<file path="config.mk">
export PLATFORM = sky130hd
export DESIGN_NAME = tmr4_unit
export DESIGN_NICKNAME = d
export VERILOG_FILES = /design/src/rtl/tmr4_pkg.sv /design/src/rtl/tmr4_regs.sv /design/src/rtl/tmr4_chan.sv /design/src/rtl/tmr4_unit.sv
export SDC_FILE = /design/constraint.sdc
export NUM_CORES = 1
export LEC_CHECK = 0
export BUFFER_PORTS_ARGS = -buffer_cell sky130_fd_sc_hd__buf_4
export CAP_MARGIN = 10
export CORE_ASPECT_RATIO = 0.9
export CORE_MARGIN = 3
export CORE_UTILIZATION = 35
export CTS_CLUSTER_SIZE = 30
export DETAILED_ROUTE_END_ITERATION = 12
export SYNTH_ARGS = -nofsm -noshare
export SYNTH_HDL_FRONTEND = slang
export SYNTH_SLANG_ARGS = --single-unit
</file>
<file path="constraint.sdc">
create_clock -name clk_i -period 5.75 [get_ports clk_i]
set_input_delay 0.575 -clock clk_i [delete_from_list [all_inputs] [get_ports clk_i]]
set_output_delay 0.575 -clock clk_i [all_outputs]
set_load 0.02 [all_outputs]
</file>
<file path="src/rtl/tmr4_pkg.sv">
package tmr4_pkg;
  localparam int unsigned CH_NUM = 4;
  localparam int unsigned ADDR_W = 3;
  localparam int unsigned CTRL_W = 2 * CH_NUM;
  localparam logic [ADDR_W-1:0] CTRL_ADDR = 3'd4;

  function automatic int unsigned chan_w(int unsigned n, int unsigned w0, int unsigned wn);
    return (n == 0) ? w0 : wn;
  endfunction
endpackage

</file>
<file path="src/rtl/tmr4_regs.sv">
module tmr4_regs
  import tmr4_pkg::*;
#(
  parameter int unsigned DW    = 32,
  parameter int unsigned CH0_W = 32,
  parameter int unsigned CHN_W = 24
) (
  input  logic                       clk_i,
  input  logic                       rst_ni,
  input  logic                       wr_en_i,
  input  logic [ADDR_W-1:0]          wr_addr_i,
  input  logic [DW-1:0]              wr_data_i,
  output logic [CTRL_W-1:0]          ctrl_o,
  output logic [CH_NUM-1:0][DW-1:0]  reload_o,
  output logic [CH_NUM-1:0]          en_set_o,
  output logic [CH_NUM-1:0]          en_clr_o,
  output logic [CH_NUM-1:0]          mode_o
);
  logic ctrl_wr;
  logic [CTRL_W-1:0] ctrl_q;

  assign ctrl_wr = wr_en_i && (wr_addr_i == CTRL_ADDR);

  always_ff @(posedge clk_i or negedge rst_ni) begin
    if (!rst_ni)      ctrl_q <= '0;
    else if (ctrl_wr) ctrl_q <= wr_data_i[CTRL_W-1:0];
  end

  assign ctrl_o = ctrl_q;

  for (genvar n = 0; n < CH_NUM; n++) begin : g_ch
    localparam int unsigned CW = chan_w(n, CH0_W, CHN_W);
    localparam logic [DW-1:0] MASK = ~({DW{1'b1}} << CW);
    logic [DW-1:0] rld_q;

    always_ff @(posedge clk_i or negedge rst_ni) begin
      if (!rst_ni)
        rld_q <= '0;
      else if (wr_en_i && (wr_addr_i == ADDR_W'(n)))
        rld_q <= wr_data_i & MASK;
    end

    assign reload_o[n] = rld_q;
    // enable edges are taken from the write itself, not from the stored bit
    assign en_set_o[n] = ctrl_wr && !ctrl_q[2*n] &&  wr_data_i[2*n];
    assign en_clr_o[n] = ctrl_wr &&  ctrl_q[2*n] && !wr_data_i[2*n];
    assign mode_o[n]   = ctrl_q[2*n+1];
  end
endmodule

</file>
<file path="src/rtl/tmr4_chan.sv">
module tmr4_chan #(
  parameter int unsigned CW = 24
) (
  input  logic          clk_i,
  input  logic          rst_ni,
  input  logic          tick_i,
  input  logic          en_set_i,
  input  logic          en_clr_i,
  input  logic          mode_i,
  input  logic [CW-1:0] reload_i,
  output logic [CW-1:0] live_o,
  output logic          active_o,
  output logic          expire_o
);
  localparam logic [CW-1:0] ONE = CW'(1);

  always_ff @(posedge clk_i or negedge rst_ni) begin
    if (!rst_ni) begin
      live_o   <= '0;
      active_o <= 1'b0;
      expire_o <= 1'b0;
    end else begin
      expire_o <= 1'b0;
      if (en_clr_i) begin
        active_o <= 1'b0;                 // pause, count kept
      end else if (en_set_i) begin
        if (live_o != '0) begin
          active_o <= 1'b1;               // resume
        end else if (reload_i != '0) begin
          live_o   <= reload_i;
          active_o <= 1'b1;
        end
      end else if (tick_i && active_o) begin
        if (live_o == ONE) begin
          expire_o <= 1'b1;
          if (mode_i && (reload_i != '0)) begin
            live_o <= reload_i;
          end else begin
            live_o   <= '0;
            active_o <= 1'b0;
          end
        end else begin
          live_o <= live_o - ONE;
        end
      end
    end
  end
endmodule

</file>
<file path="src/rtl/tmr4_unit.sv">
module tmr4_unit
  import tmr4_pkg::*;
#(
  parameter int unsigned DW    = 32,
  parameter int unsigned CH0_W = 32,
  parameter int unsigned CHN_W = 24
) (
  input  logic              clk_i,
  input  logic              rst_ni,
  input  logic              tick_i,
  input  logic              wr_en_i,
  input  logic [ADDR_W-1:0] wr_addr_i,
  input  logic [DW-1:0]     wr_data_i,
  input  logic [ADDR_W-1:0] rd_addr_i,
  output logic [DW-1:0]     rd_data_o,
  output logic [CH_NUM-1:0] expire_o
);
  logic [CTRL_W-1:0]         ctrl;
  logic [CH_NUM-1:0][DW-1:0] rld_pad;
  logic [CH_NUM-1:0][DW-1:0] live_pad;
  logic [CH_NUM-1:0]         en_set;
  logic [CH_NUM-1:0]         en_clr;
  logic [CH_NUM-1:0]         chan_mode;
  logic [CH_NUM-1:0]         chan_act;

  tmr4_regs #(.DW(DW), .CH0_W(CH0_W), .CHN_W(CHN_W)) u_regs (
    .clk_i    (clk_i),
    .rst_ni   (rst_ni),
    .wr_en_i  (wr_en_i),
    .wr_addr_i(wr_addr_i),
    .wr_data_i(wr_data_i),
    .ctrl_o   (ctrl),
    .reload_o (rld_pad),
    .en_set_o (en_set),
    .en_clr_o (en_clr),
    .mode_o   (chan_mode)
  );

  for (genvar n = 0; n < CH_NUM; n++) begin : g_ch
    localparam int unsigned CW = chan_w(n, CH0_W, CHN_W);
    logic [CW-1:0] live_w;

    tmr4_chan #(.CW(CW)) u_chan (
      .clk_i   (clk_i),
      .rst_ni  (rst_ni),
      .tick_i  (tick_i),
      .en_set_i(en_set[n]),
      .en_clr_i(en_clr[n]),
      .mode_i  (chan_mode[n]),
      .reload_i(rld_pad[n][CW-1:0]),
      .live_o  (live_w),
      .active_o(chan_act[n]),
      .expire_o(expire_o[n])
    );

    assign live_pad[n] = DW'(live_w);
  end

  always_comb begin
    rd_data_o = '0;
    if (rd_addr_i == CTRL_ADDR) rd_data_o = DW'(ctrl);
    for (int n = 0; n < CH_NUM; n++) begin
      if (rd_addr_i == ADDR_W'(n))
        rd_data_o = (live_pad[n] != '0) ? live_pad[n] : rld_pad[n];
    end
  end
endmodule

</file>
==> After elaboration in Yosys (flattened, before gate mapping) <==
Index checks and enable logic that the tools add are counted.
W data, S select, Z words.
{ "totals": {"regBits": 224, "latch_bits": 0, "ramBits": 0, "romBits": 0, "inputBits": 42, "output_inout_bits": 36, "wordCells": 200, "n_memories": 0} }
{ "classes": {"n_addsub": 4, "n_mul": 0, "div": 0, "order_cmp": 0, "eq_ne": 28, "shift": 0, "mux": 77, "bitwise": 4, "n_reduce_logical": 70} }
{ "ops": {"columns": ["op", "n"], "rows": [
  ["$mux W24", 21],
  ["$mux W32", 11],
  ["$reduce_bool A32 Y1", 5],
  ["$reduce_bool A24 Y1", 6],
  ["$eq A24 B1 Y1 const B", 3],
  ["$sub A24 B1 Y24 const B", 3],
  ["$mux W1", 44],
  ["$eq A32 B1 Y1 const B", 1],
  ["$reduce_and A4 Y1", 8],
  ["$sub A32 B1 Y32 const B", 1],
  ["$logic_and A1 B1 Y1", 29],
  ["$reduce_bool A3 Y1", 8],
  ["$ne A2 B2 Y1 const B", 8],
  ["$ne A4 B4 Y1 const B", 4],
  ["$eq A3 B2 Y1 const B", 4],
  ["$ne A3 B1 Y1 const B", 4],
  ["$logic_not A1 Y1", 8],
  ["$mux W8", 1],
  ["$reduce_bool A2 Y1", 4],
  ["$eq A3 B1 Y1 const B", 2],
  ["$eq A3 B3 Y1 const B", 2],
  ["$logic_not A3 Y1", 2],
  ["$not A1 Y1", 4]
]} }

==> Logic depth before layout (Yosys ltp) <==
{ "depth": {"word_depth": 7, "ltp_mapped": 11, "ltp_nobuf": 8} }

==> Modules after synthesis <==
A second synthesis with hierarchy kept.
{ "unflattened": {"cells_unflattened": 1496, "area_unflattened_um2": 14373.8} }
{ "modules_own_cells": {"columns": ["module", "instances", "cells_per_inst", "area_each_um2", "seq_area_each_um2"], "rows": [
  ["tmr4_regs", 1, 279, 4530.6, 2802.7],
  ["tmr4_chan at g_ch[0].u_chan", 1, 279, 2260.9, 850.8],
  ["tmr4_unit", 1, 300, 2178.3, 0.0],
  ["tmr4_chan at g_ch[1].u_chan", 1, 217, 1843.0, 650.6],
  ["tmr4_chan at g_ch[3].u_chan", 1, 208, 1819.2, 650.6],
  ["tmr4_chan at g_ch[2].u_chan", 1, 213, 1741.7, 650.6]
]} }

==> Worst setup path before layout <==
Ideal clock, no wire load.
{ "synth_timing": {"path_kind": "register to output", "startpoint": "register g_ch[3].u_chan.live_o[0]", "endpoint": "output port rd_data_o[4]", "arrival_time_ns": 3.060, "t_required_ns": 5.175, "setup_slack_ns": 2.115, "stages_incl_launch_ff": 9, "n_path_buf": 0, "cell_sequence": "dfrtp_1 > inv_1 > ha_1 > nor4b_1 > nand4_1 > nor2_2 > nand2_1 > a31o_2 > a2111oi_0"} }
{ "synth_between": {"elab_chain_cells": 3} }
{ "synth_rtl": {"columns": ["item", "line_no", "source"], "rows": [
  ["start, declared", "tmr4_chan.sv:11", "output logic [CW-1:0] live_o,"],
  ["start signal, assigned", "tmr4_chan.sv:30", "live_o <= reload_i;"],
  ["start signal, assigned", "tmr4_chan.sv:37", "live_o <= reload_i;"],
  ["start signal, assigned", "tmr4_chan.sv:43", "live_o <= live_o - ONE;"],
  ["$reduce_bool A32 Y1", "tmr4_unit.sv:64", "rd_data_o = (live_pad[n] != '0) ? live_pad[n] : rld_pad[n];"],
  ["$mux W24", "tmr4_unit.sv:64", null],
  ["$mux W32", "tmr4_unit.sv:63", "if (rd_addr_i == ADDR_W'(n))"],
  ["end, declared", "tmr4_unit.sv:15", "output logic [DW-1:0] rd_data_o,"]
]} }
No other way between the ends.

==> Worst setup path in the final report <==
{ "layout_timing": {"startpoint": "register g_ch[3].u_chan.live_o[0]", "endpoint": "output port rd_data_o[5]"} }
The elaborated chain is that of the path after synthesis.

==> flow_metrics.py <==
metrics = {
    "finish": {
        "seqCellArea_sq_mm": 0.005605,
        "final_cells": 1938,
        "drive_above_1_share": 0.2004,
        "fin_nets": 1497,
        "multi_input_area_sq_mm": 0.007018,
        "n_antenna_cell": 0,
        "nFillCells": 3671,
        "syn2layout_area_growth_pct": 12.61,
        "finish.instance_area_sq_mm": 0.01483,
    },
    "die": {
        "rows": 66,
        "die_h_um": 190.0,
        "coreArea_sq_mm": 0.03667,
        "die_w_um": 210.5,
        "pin_count": 78,
        "die_area_sq_mm": 0.04000,
        "initial_core_util": 0.3592,
    },
    "setup_path": {
        "worstPathRequired_ps": 5180,
        "r2r-end": "g_ch[3].u_chan.live_o[0]",
        "path_class": "reg2out",
        "critPathArrivalTime_ps": 4100,
        "r2r_slack_ps": 2380,
        "rr_worst_depth": 9,
        "worstPathMaxFanout": 23,
        "rr_startpoint": "g_ch[3].u_chan.live_o[0]",
        "endpoint_kind": "output port",
        "worstSetupStartpointType": "register",
    },
    "yosys": {
        "async_flop_share": 1.000,
        "synth.area.top_cells": "dfrtp_1 (43%), mux2_2 (9.0%), o21ai_0 (5.4%), a21oi_1 (4.6%), nor2_1 (3.4%)",
        "ys_ff_latch": 224,
        "synth.largest_area_cell": "dfrtp_1",
        "synth_top_area_frac": 0.4256,
        "synth.most_common_cell": "dfrtp_1",
        "syn_area_sq_mm": 0.01317,
        "synth_edf_count": 0,
        "synthCells": 1424,
        "mappedNetlistNets": 1475,
        "syn_area_per_cell_sq_um": 9.250,
        "synth_ff_type": "dfrtp_1",
        "ys_seq_area_frac": 0.4256,
        "synth.top_cells.by_count": "dfrtp_1 (224), o21ai_0 (141), a21oi_1 (122)",
        "ys_types": 71,
        "yosysWarnings": 0,
    },
    "sta": {
        "clock_skew_ps": 12.40,
        "setup_ws_ps": 1077,
        "grt_setup_unrepaired": "false",
        "period_needed_ps": 4673,
        "slew_headroom": 0.2153,
        "worst_pin_slew_ps": 1177,
        "hold_viol": 0,
        "finalSetupViolCount": 0,
        "max_freq_ghz": 0.2140,
        "timing.setup.tns_ps": 0,
        "report.final.slew_viol_count": 0,
        "period_share": 0.8127,
    },
    "job": {
        "maxCapViolations": 0,
    },
    "global_routing": {
        "grt_max_degree": 120,
        "gr-total-overflow": 0,
        "grtUsageTotal": 0.2319,
        "grt_pass1_vias": 11600,
        "grt_antenna_before_repair": 2,
        "grt_pass1_wl_um": 72560,
    },
    "route": {
        "drc_errors": 0,
        "drt_wl_total_um": 47270,
        "dr.max_layer_used": "met4",
        "routed_via_density": 6.347,
        "firstDrtPassIters": 5,
        "wl_per_cell_um": 24.39,
        "routed-wl-met2_um": 20350,
        "num_vias": 12300,
        "drt_iter0_markers": 1610,
        "drt-met1-wl_um": 21430,
        "wl_met3_um": 3943,
        "final_antenna_net_count": 0,
    },
    "clocking": {
        "htreeDepth": 1,
        "cts_buffers": 25,
        "postCtsSetupBuffers": 0,
        "ctsResizeCount": 0,
        "clk-insertion-delay-late_ps": 550,
        "cts_hold_buf": 0,
        "cts_tree": "yes",
        "cts.clk_slew.worst_paths_ps": 60,
        "cts.sinks": 224,
        "root_buffer": "clkbuf_16",
        "cts_buffer_depth": 3,
    },
    "placement": {
        "place_area_sq_mm": 0.01405,
        "dp_hpwl_um": 33680,
        "dp_slack_ps": 1686,
        "globalplace.congestion": 0.9496,
        "port_buffers": 77,
        "dp_cells": 1894,
    },
    "power_and_ir_drop": {
        "p_sw_frac": 0.4011,
        "p_comb_frac": 0.295,
        "p_leak_nw": 5.599,
        "power_frac_seq": 0.448,
        "total_power_w": 0.006013,
        "max-vdd-ir-drop_uv": 195.1,
        "p_switching_w": 0.002412,
        "power-per-cell-area_mw_per_mm2": 405.4,
        "clock_power_share": 0.257,
        "p_int_w": 0.003601,
    },
    "status": {
        "status": "completed",
    },
    "worst_hold_path": {
        "hold_class": "in2async",
    },
}
cell usage in the layout (no fill, tap or decap), types with 5 or more instances in the layout:
master     count
o31a_1         5
and4_1         6
dfrtp_1      224
o21ai_0      141
and2_1         9
o2bb2ai_1     26
o221a_2       12
a211oi_2       9
a211oi_1      43
ha_1           9
nor3_1        50
or4_1          6
buf_4         93
mux2_2       105
clkbuf_8       6
a211o_1        8
a21o_1         5
nor4_2         5
nor2b_1        6
or3_1          5
nand3_1       21
o21ai_1       23
a22oi_1       41
inv_1         27
clkinv_2       8
nor2_1       118
nand4_1       16
clkbuf_16     25
and3_1        14
o22ai_1        8
a32oi_1       26
nand2b_1      14
a21oi_1      122
nor4_1        55
nand2_1       86
cell type report:
| cell class | count | area share |
|---|---|---|
| clock buffer | 35 | 0.04876 |
| multi-input combinational | 1072 | 0.4732 |
| tap | 476 | 0.04016 |
| inverter | 27 | 0.006833 |
| sequential | 224 | 0.3779 |
| clock inverter | 8 | 0.002700 |
| timing repair buffer | 96 | 0.05045 |
power by group through the flow:
stage | Combinational (W) | Sequential (W) | Clock [W]
after CTS | 0.00175 | 0.00267 | 0.00157
after global placement | 0.00172 | 0.00268 | 0
after floorplan | 0.00130 | 0.00244 | 0
final | 0.00177 | 0.00269 | 0.00155
after detailed placement | 0.00174 | 0.00269 | 0
after global routing | 0.00197 | 0.00276 | 0.00163
through the flow:
stage,utilization,hold slack [ps]
after floorplan,-,279.4
after global placement,0.3833,503.1
after detailed placement,0.3833,505.2
after CTS,0.4041,131.9
after global routing,0.4045,162.2
final,0.4045,89.24
how the worst max path moves through the flow:
stage / from / endpoint / slack (ps) / depth (start not counted)
5_1_grt: g_ch[3].u_chan.live_o[0] / rd_data_o[5] / 790 / 10
6_report: g_ch[3].u_chan.live_o[0] / rd_data_o[5] / 1080 / 10
3_3_place_gp: g_ch[3].u_chan.live_o[1] / rd_data_o[5] / 1670 / 10
4_1_cts: g_ch[3].u_chan.live_o[0] / rd_data_o[5] / 1090 / 10
3_5_place_dp: g_ch[3].u_chan.live_o[0] / rd_data_o[5] / 1690 / 10
2_1_floorplan: g_ch[3].u_chan.live_o[0] / rd_data_o[4] / 2120 / 8
metal layers:
layer,track usage,vias up
met2,0.3415,551
met5,0,-
met3,0.04963,80
met4,0.06696,0
met1,0.3427,6194
li1,-,5475
cell families after synthesis:
group,synth area share
fa+ha+maj,0.008550
buf+inv,0.04427
simple gates,0.1729
xor+xnor,0.002660
flops,0.4256
compound gates,0.2548
mux,0.09129
critical path: stages, from the launching register on:
cell	delay (ps)
dfrtp_1	410
inv_1	140
ha_1	240
nor4b_1	700
nand4_1	400
nor2_2	260
buf_4	300
nand2_1	100
a31o_2	260
a2111oi_1	520
buf_4	240
registers in the layout, summed over array words and instances (netlist names):
signal / count
u_regs.g_ch.rld_q: 104
g_ch.u_chan.expire_o: 4
g_ch.u_chan.active_o: 4
u_regs.ctrl_o: 8
g_ch.u_chan.live_o: 104
Note: power is estimated with default switching activity, not from simulation.
